**config.mk**
```make
export PLATFORM = sky130hd
export DESIGN_NAME = unaligned_merge
export DESIGN_NICKNAME = d
export VERILOG_FILES = /design/src/rtl/unaligned_merge.sv
export SDC_FILE = /design/constraint.sdc
export NUM_CORES = 1
export LEC_CHECK = 0
export BUFFER_PORTS_ARGS = -buffer_cell sky130_fd_sc_hd__buf_2
export CAP_MARGIN = 20
export CELL_PAD_IN_SITES_DETAIL_PLACEMENT = 2
export CELL_PAD_IN_SITES_GLOBAL_PLACEMENT = 2
export CORE_MARGIN = 2
export CORE_UTILIZATION = 26
export CTS_CLUSTER_DIAMETER = 30
export DETAILED_ROUTE_END_ITERATION = 10
export PLACE_DENSITY = 0.84
export SETUP_SLACK_MARGIN = 0.02
export SYNTH_ARGS = -nofsm -noshare
export SYNTH_HDL_FRONTEND = slang
export SYNTH_SLANG_ARGS = --single-unit
```
**constraint.sdc**
```tcl
create_clock -name clk -period 1.3 [get_ports clk]
set_input_delay 0.195 -clock clk [delete_from_list [all_inputs] [get_ports clk]]
set_output_delay 0.195 -clock clk [all_outputs]
set_load 0.02 [all_outputs]
```
**src/rtl/unaligned_merge.sv**
```systemverilog
module unaligned_merge #(
  parameter int AW = 32
) (
  input  logic          clk,
  input  logic          rst_n,
  input  logic          valid_i,
  input  logic [1:0]    kind_i,
  input  logic [AW-1:0] addr_i,
  input  logic [31:0]   mem_word_i,
  input  logic [31:0]   reg_i,
  output logic          valid_o,
  output logic [AW-1:0] word_addr_o,
  output logic [31:0]   load_data_o,
  output logic [3:0]    store_be_o,
  output logic [31:0]   store_data_o
);

  localparam logic [31:0] ALL1 = 32'hFFFF_FFFF;

  logic [1:0]  off;
  logic [4:0]  sh_left, sh_right;
  logic [31:0] ld_left, ld_right, st_left, st_right;
  logic [3:0]  be_left, be_right;
  logic [31:0] ld_n, sd_n;
  logic [3:0]  be_n;
  logic [1:0]  kind_q;

  assign off      = addr_i[1:0];
  assign sh_left  = {~off, 3'b000};
  assign sh_right = {off, 3'b000};

  assign ld_left  = (mem_word_i << sh_left)  | (reg_i & ~(ALL1 << sh_left));
  assign ld_right = (mem_word_i >> sh_right) | (reg_i & ~(ALL1 >> sh_right));
  assign st_left  = reg_i >> sh_left;
  assign st_right = reg_i << sh_right;
  assign be_left  = 4'b1111 >> ~off;
  assign be_right = 4'b1111 << off;

  always_comb begin
    ld_n = '0;
    sd_n = '0;
    be_n = '0;
    unique case (kind_i)
      2'b00: ld_n = ld_left;
      2'b01: ld_n = ld_right;
      2'b10: begin sd_n = st_left;  be_n = be_left;  end
      default: begin sd_n = st_right; be_n = be_right; end
    endcase
  end

  always_ff @(posedge clk) begin
    if (!rst_n) begin
      valid_o      <= 1'b0;
      kind_q       <= 2'b00;
      word_addr_o  <= '0;
      load_data_o  <= '0;
      store_be_o   <= '0;
      store_data_o <= '0;
    end else begin
      valid_o <= valid_i;
      if (valid_i) begin
        kind_q       <= kind_i;
        word_addr_o  <= {addr_i[AW-1:2], 2'b00};
        load_data_o  <= ld_n;
        store_be_o   <= be_n;
        store_data_o <= sd_n;
      end
    end
  end

  assert_latency_R2: assert property (@(posedge clk) disable iff (!rst_n)
    valid_i |=> valid_o);
  assert_idle_R2: assert property (@(posedge clk) disable iff (!rst_n)
    !valid_i |=> (!valid_o && $stable(load_data_o) && $stable(store_data_o)));
  assert_aligned_R7: assert property (@(posedge clk) disable iff (!rst_n)
    valid_i |=> (word_addr_o[1:0] == 2'b00 && word_addr_o[AW-1:2] == $past(addr_i[AW-1:2])));
  assert_load_quiet_R8: assert property (@(posedge clk) disable iff (!rst_n)
    (valid_o && !kind_q[1]) |-> (store_be_o == 4'b0000 && store_data_o == 32'h0));
  assert_left_lane0_R5: assert property (@(posedge clk) disable iff (!rst_n)
    (valid_o && kind_q == 2'b10) |-> store_be_o[0]);
  assert_right_lane3_R6: assert property (@(posedge clk) disable iff (!rst_n)
    (valid_o && kind_q == 2'b11) |-> store_be_o[3]);
  assert_dead_lanes_R9: assert property (@(posedge clk) disable iff (!rst_n)
    (valid_o && kind_q[1]) |->
      ((store_data_o & ~{{8{store_be_o[3]}}, {8{store_be_o[2]}},
                         {8{store_be_o[1]}}, {8{store_be_o[0]}}}) == 32'h0));

endmodule

```
### Word level (Yosys, flattened, before mapping)

Cells that the tools add are included.

| word-level totals | value |
|---|---|
| logic and storage cells | 27 |
| bits of input ports | 101 |
| register bits after elaboration | 99 |
| output and inout bits | 101 |

| operators by class | value |
|---|---|
| equal/unequal tests | 2 |
| bitwise logic cells | 7 |
| shifts and indexed selects | 8 |
| reduce and logical (&&, ||, !) cells | 2 |
| multiplexer cells | 3 |

Operator list:

| operator | count |
|---|---|
| $pmux 32 s2 | 2 |
| $and 32x32->32 | 2 |
| $not 32->32 | 2 |
| $or 32x32->32 | 2 |
| $shl 32x5->32 | 2 |
| $shr 32x5->32 | 2 |
| $shl 32x5->32 const A | 1 |
| $shr 32x5->32 const A | 1 |
| $pmux 4 s2 | 1 |
| $shl 4x2->4 const A | 1 |
| $shr 4x2->4 const A | 1 |
| $eq 2x1->1 const B | 1 |
| $eq 2x2->1 const B | 1 |
| $logic_not 2->1 | 1 |
| $not 2->2 | 1 |
| $reduce_or 2->1 | 1 |

### Logic depth before layout (Yosys ltp)

| logic depth | value |
|---|---|
| depth after elaboration | 6 |
| gate-level depth with buffers | 7 |

### Least setup slack after synthesis

OpenSTA, ideal clock, no wires.

| path | value |
|---|---|
| path kind | input-to-reg |
| start point | input port addr_i[0] |
| end point | register load_data_o[12] |
| path buffers | 2 |
| path slack | -88 ps |
| arrival time | 1272 ps |
| required time | 1183 ps |
| stages on the path | 6 |
| setup time | 117 ps |
| cell sequence | buf_6 buf_6 mux4_2 nand2_1 o21ai_1 a22o_1 |

| between the ends | value |
|---|---|
| word-level cells in the longest chain between the ends | 6 |
| elaborated cells between the ends (all ways) | 12 |
| those cells by class | shift: 4; mux: 1; bitwise: 7 |

RTL lines:

| element | RTL line | text |
|---|---|---|
| start: declaration | 8 | `input logic [AW-1:0] addr_i,` |
| $not 2->2 | 29 | `assign sh_left = {~off, 3'b000};` |
| $shl 32x5->32 | 32 | `assign ld_left = (mem_word_i << sh_left) \| (reg_i & ~(ALL1 << sh_left));` |
| $not 32->32 | 32 |  |
| $and 32x32->32 | 32 |  |
| $or 32x32->32 | 32 |  |
| $pmux 32 s2 (*) | 43 | `unique case (kind_i)` |
| end signal: assignment | 64 | `load_data_o <= ld_n;` |
| end: declaration | 13 | `output logic [31:0] load_data_o,` |

Mark *: on every way between the ends. The rest lies on a longest branch, timed or not.
A chain may end at the register's enable or synchronous reset.

### Final worst setup path

| path | value |
|---|---|
| start point | input port addr_i[1] |
| end point | register load_data_o[20] |

Same word-level chain as after synthesis.

==> metrics list <==
* Run status: complete, no violations
- Timing would allow up to between 700 and 800 MHz.
* Largest net degree at the start of global routing: 61
- Dominant cells by area after synthesis: dfxtp_1 36%, mux2i_1 15%, nand2_1 4.5%
* Routability congestion estimate: 0.888
* Required @ worst endpoint: around 1.6 ns
- Mean instance size in the synthesized netlist: just over 9 µm²
* Proportion of synthesized chip area in sequential cells: 0.356
- The floorplan has 53 rows.
- Master cell of the clock root buffer: clkbuf_16
- CTS built an H-tree with a depth of 3.
- Dividing the detail-routed wire length by the instance count gives roughly 26 µm.
- Setup Slack @ Placement: -0.354 ns
- The first routing iteration left 423 violations.
- In this run the remaining antenna-violating nets after routing total 0.
- The initial utilization of the core area, before any placement, comes to 0.265.
- Worst-case hold slack: approximately 0.066 ns
* Maximum clock skew at final layout: 0 ns
- In the final layout, the share of cells above drive strength 1 is 0.418.
- Detailed placement finished with a half-perimeter wire length of 21500 µm.
- The worst setup path is captured at a register.
* #FFs+latches synth: 99
- Clock-pin slew was measured on the worst setup and hold paths at approximately 0.09 ns.
* Via count normalized by instance count: 5.50
- Finish-stage setup viols: 0
* Clock net sink count: 99
* Async SR Flop Fraction: 0
- After routing the design area is 7990 µm².
- The routed layout has between 6000 and 7000 vias.
- The synthesized design contains 0 enable-type register cells.
- TritonRoute pass-1 iters: 5
- Worst hold endpoint: word_addr_o[8]
- The Yosys step of the flow raised 0 warnings.
- Summed over all layers, the routed wires come to 29900 µm.
- PnR worst setup slack: 0.00300 ns
- The startpoint identified for the worst register-to-register timing path is load_data_o[8].
- The number of cells on the worst reg-to-reg path is 2.
* Total die area: ~23000 µm²
* Die extent in y: 150 µm
- Worst Path Class, Setup: input port to register
* Number of max-cap violations: 0
- Arrival time of the worst setup path: around 1.6 ns
* Share of the synthesized area in the top cell type: 0.356
- Among all flip-flop cells after synthesis, the most frequent one is dfxtp_1.
- Worst-case register-to-register setup slack: between 0.4 and 0.5 ns
- First-pass GRT wire length: 40800 µm
- Of the available clock period, the critical path in the final layout requires 0.998.
- Top cell type by total area after synthesis: dfxtp_1
* Number of global-route vias before repair: roughly 6800
- Along the worst hold path, the cell count comes to 3.
- Startpoint class of the critical path: input port
- TritonCTS created 9 clock buffers.
- During placement, the flow inserted port buffers numbering roughly 200.
* DRC violations left: 0
* Power density over the cells: between 1000 and 1500 nW/µm²
- Summing all multi-input logic gate instances after layout gives between 3000 and 4000 µm².
- Hold violation count in the final report: 0
* Hold crit path type: input port to register
- After layout, the minimum clock period comes to approximately 1.3 ns.
- Clock Path Buffers: 2
- Area of the core: approximately 21000 µm²
- Max Slew Vio Count: 0
* Sequential cell area: 1980 µm²
* Relative area change from synthesis to final layout: 43.5%
* Max rail drop VDD: 0.642 mV
- Cell area after placement: 7510 µm²
- All-Layer GR Usage: 0.240
- Layout fillers: between 2000 and 2500
* P_leak: ~3.7 nW
- The number of antenna violations at the first check in global routing is 5.
- The startpoint identified for the worst hold timing path is addr_i[8].
* Net count reported at finish: 973
- In this run the worst path has a maximum fanout of 12.
- During I/O placement, the number of pins put on the boundary was around 200.
- Clock latency on the worst-skew pair, taken at its later pin, is between 0.3 and 0.4 ns.
- Clock tree from TritonCTS: yes
- Post-synthesis cell area: around 5600 µm²
- Instance count of the mapped netlist: 602
- In this run the horizontal extent of the chip is approximately 150 µm.
- Yosys mapped the design onto roughly 50 distinct sky130hd cell types.
- In this run the critical register-to-register path is captured at load_data_o[8].
- Overall overflow remaining after global route: 0
[registers in the layout, summed over array words and instances (netlist names)]
name          flops
word_addr_o      30
store_data_o     32
load_data_o      32
valid_o           1
store_be_o        4
[metal layers]
| layer | GRT usage | wire length, µm | part of all wire | up-vias |
|---|---|---|---|---|
| li1 | - | - | - | 2779 |
| met1 | 0.283 | 11700 | 0.39 | 3184 |
| met2 | 0.418 | 15100 | 0.51 | 289 |
| met3 | 0.0367 | 1510 | 0.051 | 102 |
| met4 | 0.127 | 1580 | 0.053 | 2 |
| met5 | 0 | 13 | 0.00043 | - |
[cells by family (layout without fill, tap and decap cells)]
group	count (synthesis)	count (layout)	share of synthesized area
compound gates	184	184	0.222
buf+inv	67	341	0.0614
flops	99	99	0.356
mux	109	109	0.225
other cells	1	6	0.000674
simple gates	142	142	0.134
[repair_timing]
action | CTS | global route
setup endpoints to repair | 0 | 14
hold buffers | 0 | 0
resized for setup | 0 | 8
setup buffers | 0 | 8
[cell usage after synthesis, drive strengths merged (5+ instances only)]
library cell   n
a21oi         13
a22o           9
a22oi         32
a31oi         22
buf           36
clkbuf        23
dfxtp         99
inv            8
mux2          18
mux2i         81
mux4          10
nand2         67
nand2b        10
nand3          7
nor2           5
nor2b         36
o21ai         59
o221a          7
o221ai        16
o22a           7
o22ai          9
[report_power, final]
part | total (mW) | internal, mW | switching, mW
Sequential | 3.33 | 3.21 | 0.114
Combinational | 2.24 | 0.933 | 1.31
Clock | 2.90 | 1.37 | 1.53
Total | 8.47 | 5.52 | 2.95
[how the worst max path moves through the flow]
stage / slack (ns) / from / to
2_1_floorplan: -0.04 / addr_i[0] / load_data_o[15]
3_3_place_gp: -0.24 / addr_i[0] / load_data_o[11]
3_5_place_dp: -0.35 / addr_i[0] / load_data_o[11]
4_1_cts: 0.04 / addr_i[0] / load_data_o[11]
5_1_grt: -0.03 / addr_i[1] / load_data_o[20]
6_report: 0.003 / addr_i[1] / load_data_o[20]
[per-stage QoR]
stage	power [mW]	util	setup TNS [ns]	cells
final	8.47	0.380	0	1156
after global routing	8.80	0.380	-0.122	1154
after CTS	8.36	0.372	0	1142
after detailed placement	5.49	0.357	-14.30	1126
after global placement	5.38	0.357	-10.06	1126
after floorplan	4.47	-	-0.187	603
[area by class of cell]
| cell class | count | share of cell area |
|---|---|---|
| timing repair buffer | 317 | 0.257 |
| multi-input combinational | 437 | 0.409 |
| sequential | 99 | 0.248 |
| tap | 275 | 0.0431 |
| clock buffer | 9 | 0.0282 |
| antenna | 4 | 0.00125 |
| clock inverter | 7 | 0.0100 |
| inverter | 8 | 0.00376 |
[worst max-delay path, stage by stage]
cell	delay, ns
buf_2	0.26
buf_4	0.29
nand2_1	0.24
o21ai_0	0.29
a21oi_1	0.08
a22o_1	0.20
[placed cells by master, fill, tap and decap left out, types with 4 or more instances in the layout]
master     count
buf_2        197
buf_4        107
dfxtp_1       99
mux2i_1       78
nand2_1       66
o21ai_0       43
nor2b_1       33
a22oi_1       32
a31oi_1       22
o21ai_1       16
o221ai_1      16
a21oi_1       13
clkbuf_16     11
nand2b_1      10
mux4_2        10
buf_12        10
mux2_2         9
o22ai_1        9
a22o_1         9
inv_1          8
nand3_1        7
o221a_1        7
o22a_1         7
mux2_1         5
diode_2        4
nor2_1         4
mux2_4         4
Power figures use the tool's default switching activity.
